===== config.mk =====
export PLATFORM = sky130hd
export DESIGN_NAME = spi_irq_status_unit
export DESIGN_NICKNAME = d
export VERILOG_FILES = /design/src/rtl/spi_irq_pkg.sv /design/src/rtl/spi_irq_level_eval.sv /design/src/rtl/spi_irq_access.sv /design/src/rtl/spi_irq_status_unit.sv
export SDC_FILE = /design/constraint.sdc
export NUM_CORES = 1
export LEC_CHECK = 0
export BUFFER_PORTS_ARGS = -buffer_cell sky130_fd_sc_hd__buf_4
export CORE_AREA = 4 4 116 74
export CTS_CLUSTER_DIAMETER = 30
export DETAILED_ROUTE_END_ITERATION = 10
export DIE_AREA = 0 0 120 78
export PLACE_DENSITY = 0.52
export SYNTH_ARGS = -nofsm -noshare
export SYNTH_HDL_FRONTEND = slang
export SYNTH_SLANG_ARGS = --single-unit

===== constraint.sdc =====
create_clock -name clk -period 1.4 [get_ports clk]
set_input_delay 0.14 -clock clk [delete_from_list [all_inputs] [get_ports clk]]
set_output_delay 0.14 -clock clk [all_outputs]
set_load 0.01 [all_outputs]

===== src/rtl/spi_irq_pkg.sv =====
package spi_irq_pkg;

    localparam int STAT_W = 7;

    localparam int BIT_TX_UNDER  = 6;
    localparam int BIT_RX_FULL   = 5;
    localparam int BIT_RX_AVAIL  = 4;
    localparam int BIT_TX_FULL   = 3;
    localparam int BIT_TX_ROOM   = 2;
    localparam int BIT_MODE_FAIL = 1;
    localparam int BIT_RX_OVER   = 0;

    localparam logic [STAT_W-1:0] STICKY_BITS = 7'b100_0011;
    localparam logic [STAT_W-1:0] LEVEL_BITS  = 7'b011_1100;

    localparam logic [7:0] OFS_STATUS  = 8'h04;
    localparam logic [7:0] OFS_ENABLE  = 8'h08;
    localparam logic [7:0] OFS_DISABLE = 8'h0C;
    localparam logic [7:0] OFS_MASK    = 8'h10;
    localparam logic [7:0] OFS_TX_THR  = 8'h28;
    localparam logic [7:0] OFS_RX_THR  = 8'h2C;

endpackage


===== src/rtl/spi_irq_level_eval.sv =====
module spi_irq_level_eval
    import spi_irq_pkg::*;
#(
    parameter int CNT_W = 6
) (
    input  logic [CNT_W-1:0]  tx_count,
    input  logic [CNT_W-1:0]  rx_count,
    input  logic              tx_full,
    input  logic              rx_full,
    input  logic [CNT_W-1:0]  tx_thr,
    input  logic [CNT_W-1:0]  rx_thr,
    output logic [STAT_W-1:0] level
);

    always_comb begin
        level               = '0;
        level[BIT_RX_FULL]  = rx_full;
        level[BIT_RX_AVAIL] = (rx_count >= rx_thr);
        level[BIT_TX_FULL]  = tx_full;
        level[BIT_TX_ROOM]  = (tx_count < tx_thr);
    end

endmodule


===== src/rtl/spi_irq_access.sv =====
module spi_irq_access
    import spi_irq_pkg::*;
#(
    parameter int ADDR_W = 8,
    parameter int DATA_W = 32,
    parameter int CNT_W  = 6
) (
    input  logic              wr_en,
    input  logic              rd_en,
    input  logic [ADDR_W-1:0] addr,
    input  logic [DATA_W-1:0] wdata,
    input  logic [STAT_W-1:0] status,
    input  logic [STAT_W-1:0] mask,
    input  logic [CNT_W-1:0]  tx_thr,
    input  logic [CNT_W-1:0]  rx_thr,
    output logic [STAT_W-1:0] stat_clr,
    output logic [STAT_W-1:0] mask_set,
    output logic [STAT_W-1:0] mask_clr,
    output logic              tx_thr_we,
    output logic              rx_thr_we,
    output logic [CNT_W-1:0]  thr_wdata,
    output logic [DATA_W-1:0] rdata
);

    localparam int USED_W = (STAT_W > CNT_W) ? STAT_W : CNT_W;

    logic hit_status, hit_enable, hit_disable, hit_mask, hit_tx_thr, hit_rx_thr;
    logic unused_wdata_hi;

    assign hit_status  = (addr == ADDR_W'(OFS_STATUS));
    assign hit_enable  = (addr == ADDR_W'(OFS_ENABLE));
    assign hit_disable = (addr == ADDR_W'(OFS_DISABLE));
    assign hit_mask    = (addr == ADDR_W'(OFS_MASK));
    assign hit_tx_thr  = (addr == ADDR_W'(OFS_TX_THR));
    assign hit_rx_thr  = (addr == ADDR_W'(OFS_RX_THR));

    assign unused_wdata_hi = ^wdata[DATA_W-1:USED_W];

    always_comb begin
        stat_clr  = '0;
        mask_set  = '0;
        mask_clr  = '0;
        if (wr_en && hit_status)  stat_clr = wdata[STAT_W-1:0];
        if (rd_en && hit_status)  stat_clr = '1;
        if (wr_en && hit_enable)  mask_set = wdata[STAT_W-1:0];
        if (wr_en && hit_disable) mask_clr = wdata[STAT_W-1:0];
        tx_thr_we = wr_en && hit_tx_thr;
        rx_thr_we = wr_en && hit_rx_thr;
        thr_wdata = wdata[CNT_W-1:0];
    end

    always_comb begin
        rdata = '0;
        if (hit_status)      rdata = DATA_W'(status);
        else if (hit_mask)   rdata = DATA_W'(mask);
        else if (hit_tx_thr) rdata = DATA_W'(tx_thr);
        else if (hit_rx_thr) rdata = DATA_W'(rx_thr);
    end

endmodule


===== src/rtl/spi_irq_status_unit.sv =====
module spi_irq_status_unit
    import spi_irq_pkg::*;
#(
    parameter int CNT_W  = 6,
    parameter int ADDR_W = 8,
    parameter int DATA_W = 32
) (
    input  logic              clk,
    input  logic              rst_n,
    input  logic              lin_mode,
    input  logic [CNT_W-1:0]  tx_count,
    input  logic [CNT_W-1:0]  rx_count,
    input  logic              tx_full,
    input  logic              rx_full,
    input  logic              ev_tx_under,
    input  logic              ev_rx_over,
    input  logic              ev_mode_fail,
    input  logic              wr_en,
    input  logic              rd_en,
    input  logic [ADDR_W-1:0] addr,
    input  logic [DATA_W-1:0] wdata,
    output logic [DATA_W-1:0] rdata,
    output logic              irq
);

    typedef struct packed {
        logic [STAT_W-1:0] status;
        logic [STAT_W-1:0] mask;
        logic [CNT_W-1:0]  tx_thr;
        logic [CNT_W-1:0]  rx_thr;
    } irq_state_t;

    localparam logic [CNT_W-1:0] THR_RESET = CNT_W'(1);

    irq_state_t st_d, st_q;

    logic [STAT_W-1:0] level_w;
    logic [STAT_W-1:0] events_w;
    logic [STAT_W-1:0] stat_clr_w, mask_set_w, mask_clr_w;
    logic              tx_thr_we_w, rx_thr_we_w;
    logic [CNT_W-1:0]  thr_wdata_w;
    logic [STAT_W-1:0] status_w, mask_w;

    spi_irq_level_eval #(.CNT_W(CNT_W)) u_level (
        .tx_count (tx_count),
        .rx_count (rx_count),
        .tx_full  (tx_full),
        .rx_full  (rx_full),
        .tx_thr   (st_q.tx_thr),
        .rx_thr   (st_q.rx_thr),
        .level    (level_w)
    );

    spi_irq_access #(.ADDR_W(ADDR_W), .DATA_W(DATA_W), .CNT_W(CNT_W)) u_access (
        .wr_en     (wr_en),
        .rd_en     (rd_en),
        .addr      (addr),
        .wdata     (wdata),
        .status    (st_q.status),
        .mask      (st_q.mask),
        .tx_thr    (st_q.tx_thr),
        .rx_thr    (st_q.rx_thr),
        .stat_clr  (stat_clr_w),
        .mask_set  (mask_set_w),
        .mask_clr  (mask_clr_w),
        .tx_thr_we (tx_thr_we_w),
        .rx_thr_we (rx_thr_we_w),
        .thr_wdata (thr_wdata_w),
        .rdata     (rdata)
    );

    always_comb begin
        events_w                = '0;
        events_w[BIT_TX_UNDER]  = ev_tx_under;
        events_w[BIT_MODE_FAIL] = ev_mode_fail;
        events_w[BIT_RX_OVER]   = ev_rx_over;
    end

    always_comb begin
        st_d = st_q;
        for (int b = 0; b < STAT_W; b++) begin
            if (lin_mode) begin
                st_d.status[b] = st_q.status[b] & ~stat_clr_w[b];
            end else if (LEVEL_BITS[b]) begin
                st_d.status[b] = level_w[b];
            end else begin
                st_d.status[b] = (st_q.status[b] & ~stat_clr_w[b]) | events_w[b];
            end
        end
        st_d.mask = (st_q.mask | mask_set_w) & ~mask_clr_w;
        if (tx_thr_we_w) st_d.tx_thr = thr_wdata_w;
        if (rx_thr_we_w) st_d.rx_thr = thr_wdata_w;
    end

    always_ff @(posedge clk or negedge rst_n) begin
        if (!rst_n) begin
            st_q.status <= '0;
            st_q.mask   <= '0;
            st_q.tx_thr <= THR_RESET;
            st_q.rx_thr <= THR_RESET;
        end else begin
            st_q <= st_d;
        end
    end

    assign status_w = st_q.status;
    assign mask_w   = st_q.mask;
    assign irq      = |(st_q.status & st_q.mask);

endmodule


Yosys cells after proc, flatten, opt, wreduce, memory -nomap -nowiden
Index checks and enable logic that the tools add are counted. W data, S select, Z words.

Bitwise logic cells: 21. Magnitude comparators: 2. Eq/ne operators: 6. Mux-type cells: 15. Reduce and logical (&&, ||, !) cells: 7. Shifts and indexed selects: 0. Divide/modulo/power cells: 0. Add/subtract/negate cells: 0. $mul: 0.

Operators with widths (count): $mux W32 (3); $mux W7 (4); $eq A8 B4 Y1 const B (2); $eq A8 B6 Y1 const B (2); $and A7 B7 Y7 (2); $eq A8 B3 Y1 const B (1); $eq A8 B5 Y1 const B (1); $and A1 B1 Y1 (7); $mux W1 (7); $not A1 Y1 (7); $not A7 Y7 (1); $or A7 B7 Y7 (1); $reduce_or A7 Y1 (1); $ge A6 B6 Y1 (1); $logic_and A1 B1 Y1 (6); $lt A6 B6 Y1 (1); $mux W6 (1); $or A1 B1 Y1 (3).

Bits in writable memories: 0. Latch bits: 0. ROM bits: 0. Register bits after elaboration: 26. Memories kept: 0. Word-level logic and storage cells: 55.

Logic depth before layout (Yosys ltp)
Depth after elaboration: 8. Depth in mapped cells: 6.

Hierarchy
Synthesis repeated with hierarchy kept, for this count alone.

Cell total of the unflattened synthesis: 229. Area, all modules: 2048.2 sq um.

By module, submodules not included: spi_irq_status_unit (area an instance 1042.2 sq um, times used 1, cells an instance 80, seq. area each 653.1 sq um); spi_irq_access (area an instance 703.2 sq um, times used 1, cells an instance 107, seq. area each 0.0 sq um); spi_irq_level_eval (area an instance 302.8 sq um, times used 1, cells an instance 42, seq. area each 0.0 sq um).

Worst setup path after synthesis
Ideal clock, no wire load.

Kind: input-to-output. From: input port addr[1]. To: output port rdata[5]. Data arrival time: 1.264 ns. Setup slack: -0.004 ns. Path buffers: 1. Stages on the path: 5. Cell sequence: nor4_4 > and4_2 > clkbuf_1 > a2bb2oi_1 > a21oi_1.

Cells in the longest elaborated chain, start to end: 5.

Ends and longest elaborated chain: from (decl) (line spi_irq_status_unit.sv:20) `input logic [ADDR_W-1:0] addr,`; $eq A8 B6 Y1 (line spi_irq_access.sv:35) `assign hit_rx_thr = (addr == ADDR_W'(OFS_RX_THR));`; $mux W6 (line spi_irq_access.sv:57) `else if (hit_rx_thr) rdata = DATA_W'(rx_thr);`; $mux W32 (line spi_irq_access.sv:56) `else if (hit_tx_thr) rdata = DATA_W'(tx_thr);`; $mux W32 (line spi_irq_access.sv:55) `else if (hit_mask) rdata = DATA_W'(mask);`; $mux W32 * (line spi_irq_access.sv:54) `if (hit_status) rdata = DATA_W'(status);`; to (decl) (line spi_irq_status_unit.sv:22) `output logic [DATA_W-1:0] rdata,`.

Mark *: on every way between the ends. The rest lies on a longest branch, timed or not.

Worst setup path in the final report
From: input port addr[6]. To: output port rdata[6].

Cells in the longest elaborated chain, start to end: 3.

Ends and longest elaborated chain: $eq A8 B5 Y1 (line spi_irq_access.sv:33) `assign hit_mask = (addr == ADDR_W'(OFS_MASK));`; $mux W32 (line spi_irq_access.sv:55); $mux W32 * (line spi_irq_access.sv:54).

Marks and branches as above.

==> results by group <==
Global route
  • Vias in the first global route: 1596
  • Largest net degree at the start of global routing: 27
  • Grt total ovfl: 0
  • Overall routing resource usage: 10.9%
  • Global-route wire length before repair: 8.02 mm
  • Initial antenna violation count: 0

Clock tree
  • Clk sink count: 26
  • TritonCTS Buffers: 3
  • Root Driver: clkbuf_16
  • H-tree depth: 1
  • Maximum root-to-sink buffer count: 2
  • Clock slew seen by the registers of the worst setup and hold paths: 0.07 ns
  • Worst skew pair latency: 0.26 ns
  • TritonCTS clock tree: done

Logic synthesis
  • Post-synthesis async set-or-reset flop share: 100%
  • Ys flop type: dfrtp_1
  • Post-Synth Adder-Cell Area: 7.45%
  • Post-synthesis register bit count: 26
  • Yosys warns: 0
  • EDFF count, synth: 0
  • Simple logic cell fraction of the synthesized area: 10.2%
  • Syn Inst Count: 182
  • Avg Synthesized Cell Area: 10.1 µm²
  • Largest family of logic cells by synthesized area: buffers and inverters
  • Post-synth cell types: 41
  • Mux cell area share after synthesis: 16.1%
  • Compound-Gate Fraction of Synth Area: 14.2%
  • Post-Synth XOR/XNOR Area: 0%
  • Mapped Area: 1850 µm²
  • Seq/Total Area, Yosys: 35.4%

Cells and area
  • Diode count: 0
  • Final nets: 318
  • Finished Cell Area: 2600 µm²
  • Filler instances: 783
  • Proportion of layout cells with a drive suffix above 1: 49.2%
  • Area grow syn2layout: 40.9%
  • Final Core Density: 34.2%

Critical path
  • CP required: 1.26 ns
  • Critical path's slowest cell: and4_4
  • Critical Path End Type: output pin
  • Crit-path max FO: 7
  • CP max stage delay: 0.32 ns
  • CP Data Arrival Time: 1.35 ns
  • Crit start category: input port
  • Critical path buffers and inverters: 4
  • R2R depth: 6
  • Crit Path Category: in -> out
  • Reg2reg setup slack: 0.02 ns
  • Cell family with most CP delay: simple AND/OR/NAND/NOR gates
  • Crit. path cell count: 7
  • Worst path cell trace: buf_6 > nor4_4 > buf_4 > and4_4 > buf_6 > a22o_1 > buf_6
  • Top cell by count, worst path: buf_6

STA
  • Post-route setup slack: -0.0935 ns
  • Unrepaired setup endpoints after global routing: true
  • Max-slew violations: 0
  • Fmax: 670 MHz
  • Period utilisation layout: 107%
  • Min Tclk post-route: 1.49 ns
  • Final Hold Vio Count: 0
  • Fin Clk Skew: 0.00699 ns
  • Final setup fails: 9

Routing
  • Post-DRT Antenna Nets: 0
  • Initial DRC Count: 107
  • DR pass1 iterations: 4
  • DR vias: 1496
  • Post-route DRC: 0
  • Routed length per placed instance: 14.2 µm
  • Vias per std cell: 4.25
  • Final wirelength: 5.01 mm

Placement
  • DPL Wire Length: 3.95 mm
  • Routability Congestion: 0.791
  • IO Port Bufs: 44
  • Placed instance area: 2270 µm²

Floorplan
  • Die Wd: 120 µm
  • Starting Density: 24.3%
  • Ports: 95
  • Die Ht: 78 µm
  • Die Area: 9360 µm²
  • Row count: 25
  • Core Box Area: 7600 µm²

Power and ir drop
  • LEAKAGE: 1.21 nW
  • VDD IR max: 0.000386 V
  • Power per cell area: 723 nW/µm²

Job
  • Maximum capacitance violations: 0

Outcome
  • Status: complete, but fails checks
  • Failing checks: negative setup slack

Worst hold path
  • Worst Hold Depth: 2
  • HP Class: in -> reg
[through the flow]
| stage | setup WS [ns] | hold WS [ns] | total power [W] | cells | setup TNS (ns) |
|---|---|---|---|---|---|
| 3_5_place_dp | -0.222 | 0.0796 | 0.00118 | 341 | -4.23 |
| 4_1_cts | -0.0636 | 0.0936 | 0.00189 | 352 | -0.391 |
| 2_1_floorplan | 0.0155 | -0.156 | 0.00104 | 206 | 0 |
| 5_1_grt | -0.166 | 0.0921 | 0.00199 | 352 | -1.53 |
| 6_report | -0.0935 | 0.0989 | 0.00188 | 352 | -0.421 |
| 3_3_place_gp | -0.214 | 0.0779 | 0.00117 | 341 | -4.31 |
[kinds of logic after synthesis]
group / count (synthesis)
AO/OA/AOI/OAI: 40
adder cells (fa/ha/maj): 11
buffers and inverters: 48
flip-flops: 26
multiplexers: 25
other: 1
AND/OR/NAND/NOR: 31
[cells in the mapped netlist, types with 2 or more instances]
master / number / area (µm²)
mux2i_1: 6 / 60.1
buf_4: 25 / 188
a22oi_1: 7 / 52.6
nand3_1: 5 / 25.0
nor2_1: 3 / 11.3
inv_1: 16 / 60.1
a32o_1: 2 / 20.0
nand2_1: 10 / 37.5
dfstp_2: 2 / 52.6
a21o_1: 2 / 15.0
mux2_4: 6 / 90.1
nand2b_1: 2 / 12.5
clkbuf_8: 2 / 27.5
a21oi_1: 6 / 30.0
o211ai_1: 2 / 15.0
buf_2: 3 / 15.0
mux2_2: 13 / 146
dfrtp_1: 24 / 601
o21ai_0: 14 / 70.1
ha_1: 11 / 138
[power breakdown]
part / switching, W / internal [W]
registers: 0.0000349 / 0.000792
clock network: 0.000260 / 0.000390
logic: 0.000194 / 0.000212
[worst reg2reg max path: stages (launching register included)]
cell and delay, ns:
dfrtp_1 0.40, buf_6 0.13, inv_2 0.05, ha_4 0.19
and3_4 0.14, a221oi_2 0.26, o21ai_1 0.09
[layout by cell type, fill, tap and decap left out, types with 2 or more instances in the layout]
cell,netlist,layout
dfstp_2,2,2
buf_6,1,8
clkbuf_16,0,3
mux2_2,13,13
a22oi_2,0,5
a21oi_2,0,2
inv_2,0,2
ha_1,11,6
ha_4,0,5
o211ai_1,2,2
o21ai_0,14,6
mux2i_1,6,5
buf_4,25,57
nor2_1,3,3
nand2b_1,2,2
nand2_1,10,10
o21ai_2,0,5
inv_1,16,14
dfrtp_1,24,24
a22oi_1,7,2
a21oi_1,6,4
nand3_1,5,4
mux2_4,6,6
conb_1,1,25
a21o_1,2,2
a32o_1,2,2
o21ai_1,0,3
[path summary, 6_finish.rpt]
check / startpoint / end
max in group asynchronous: rst_n / st_q[6]
hold / removal: tx_full / status_w[3]
setup reg to reg: st_q[5] / status_w[4]
setup / recovery: addr[6] / rdata[6]
hold reg to reg: mask_w[6] / mask_w[6]
min in group asynchronous: rst_n / status_w[3]
[flip-flops by register name, indices dropped and copies added, names as in the netlist]
register and flops:
status_w 7, mask_w 7, st_q 12
[per-layer routing]
layer  track usage [%]  part of all wire, %
met2              16.5                   45
met1              15.8                   51
met3              2.62                  3.9
met4              2.17                 0.40
met5                 0                    0
[cell type report]
class / count / area (µm²) / share of cell area, %
Clock buffer: 4 / 78.8 / 3.03
Tap cell: 108 / 135 / 5.19
Sequential cell: 26 / 653 / 25.1
Inverter: 16 / 60.1 / 2.31
Multi-Input combinational cell: 132 / 1150 / 44.1
Timing Repair Buffer: 66 / 528 / 20.3
[repair_timing]
item | 4_1_cts | 5_1_grt
endpoints found under the hold margin | 24 | 0
setup buffers | 6 | 0
pin swaps | 14 | 6
gates resized for setup | 36 | 10
hold buffers | 1 | 0
endpoints found under the setup margin | 10 | 21
No activity file was read; power rests on OpenSTA's default activity.
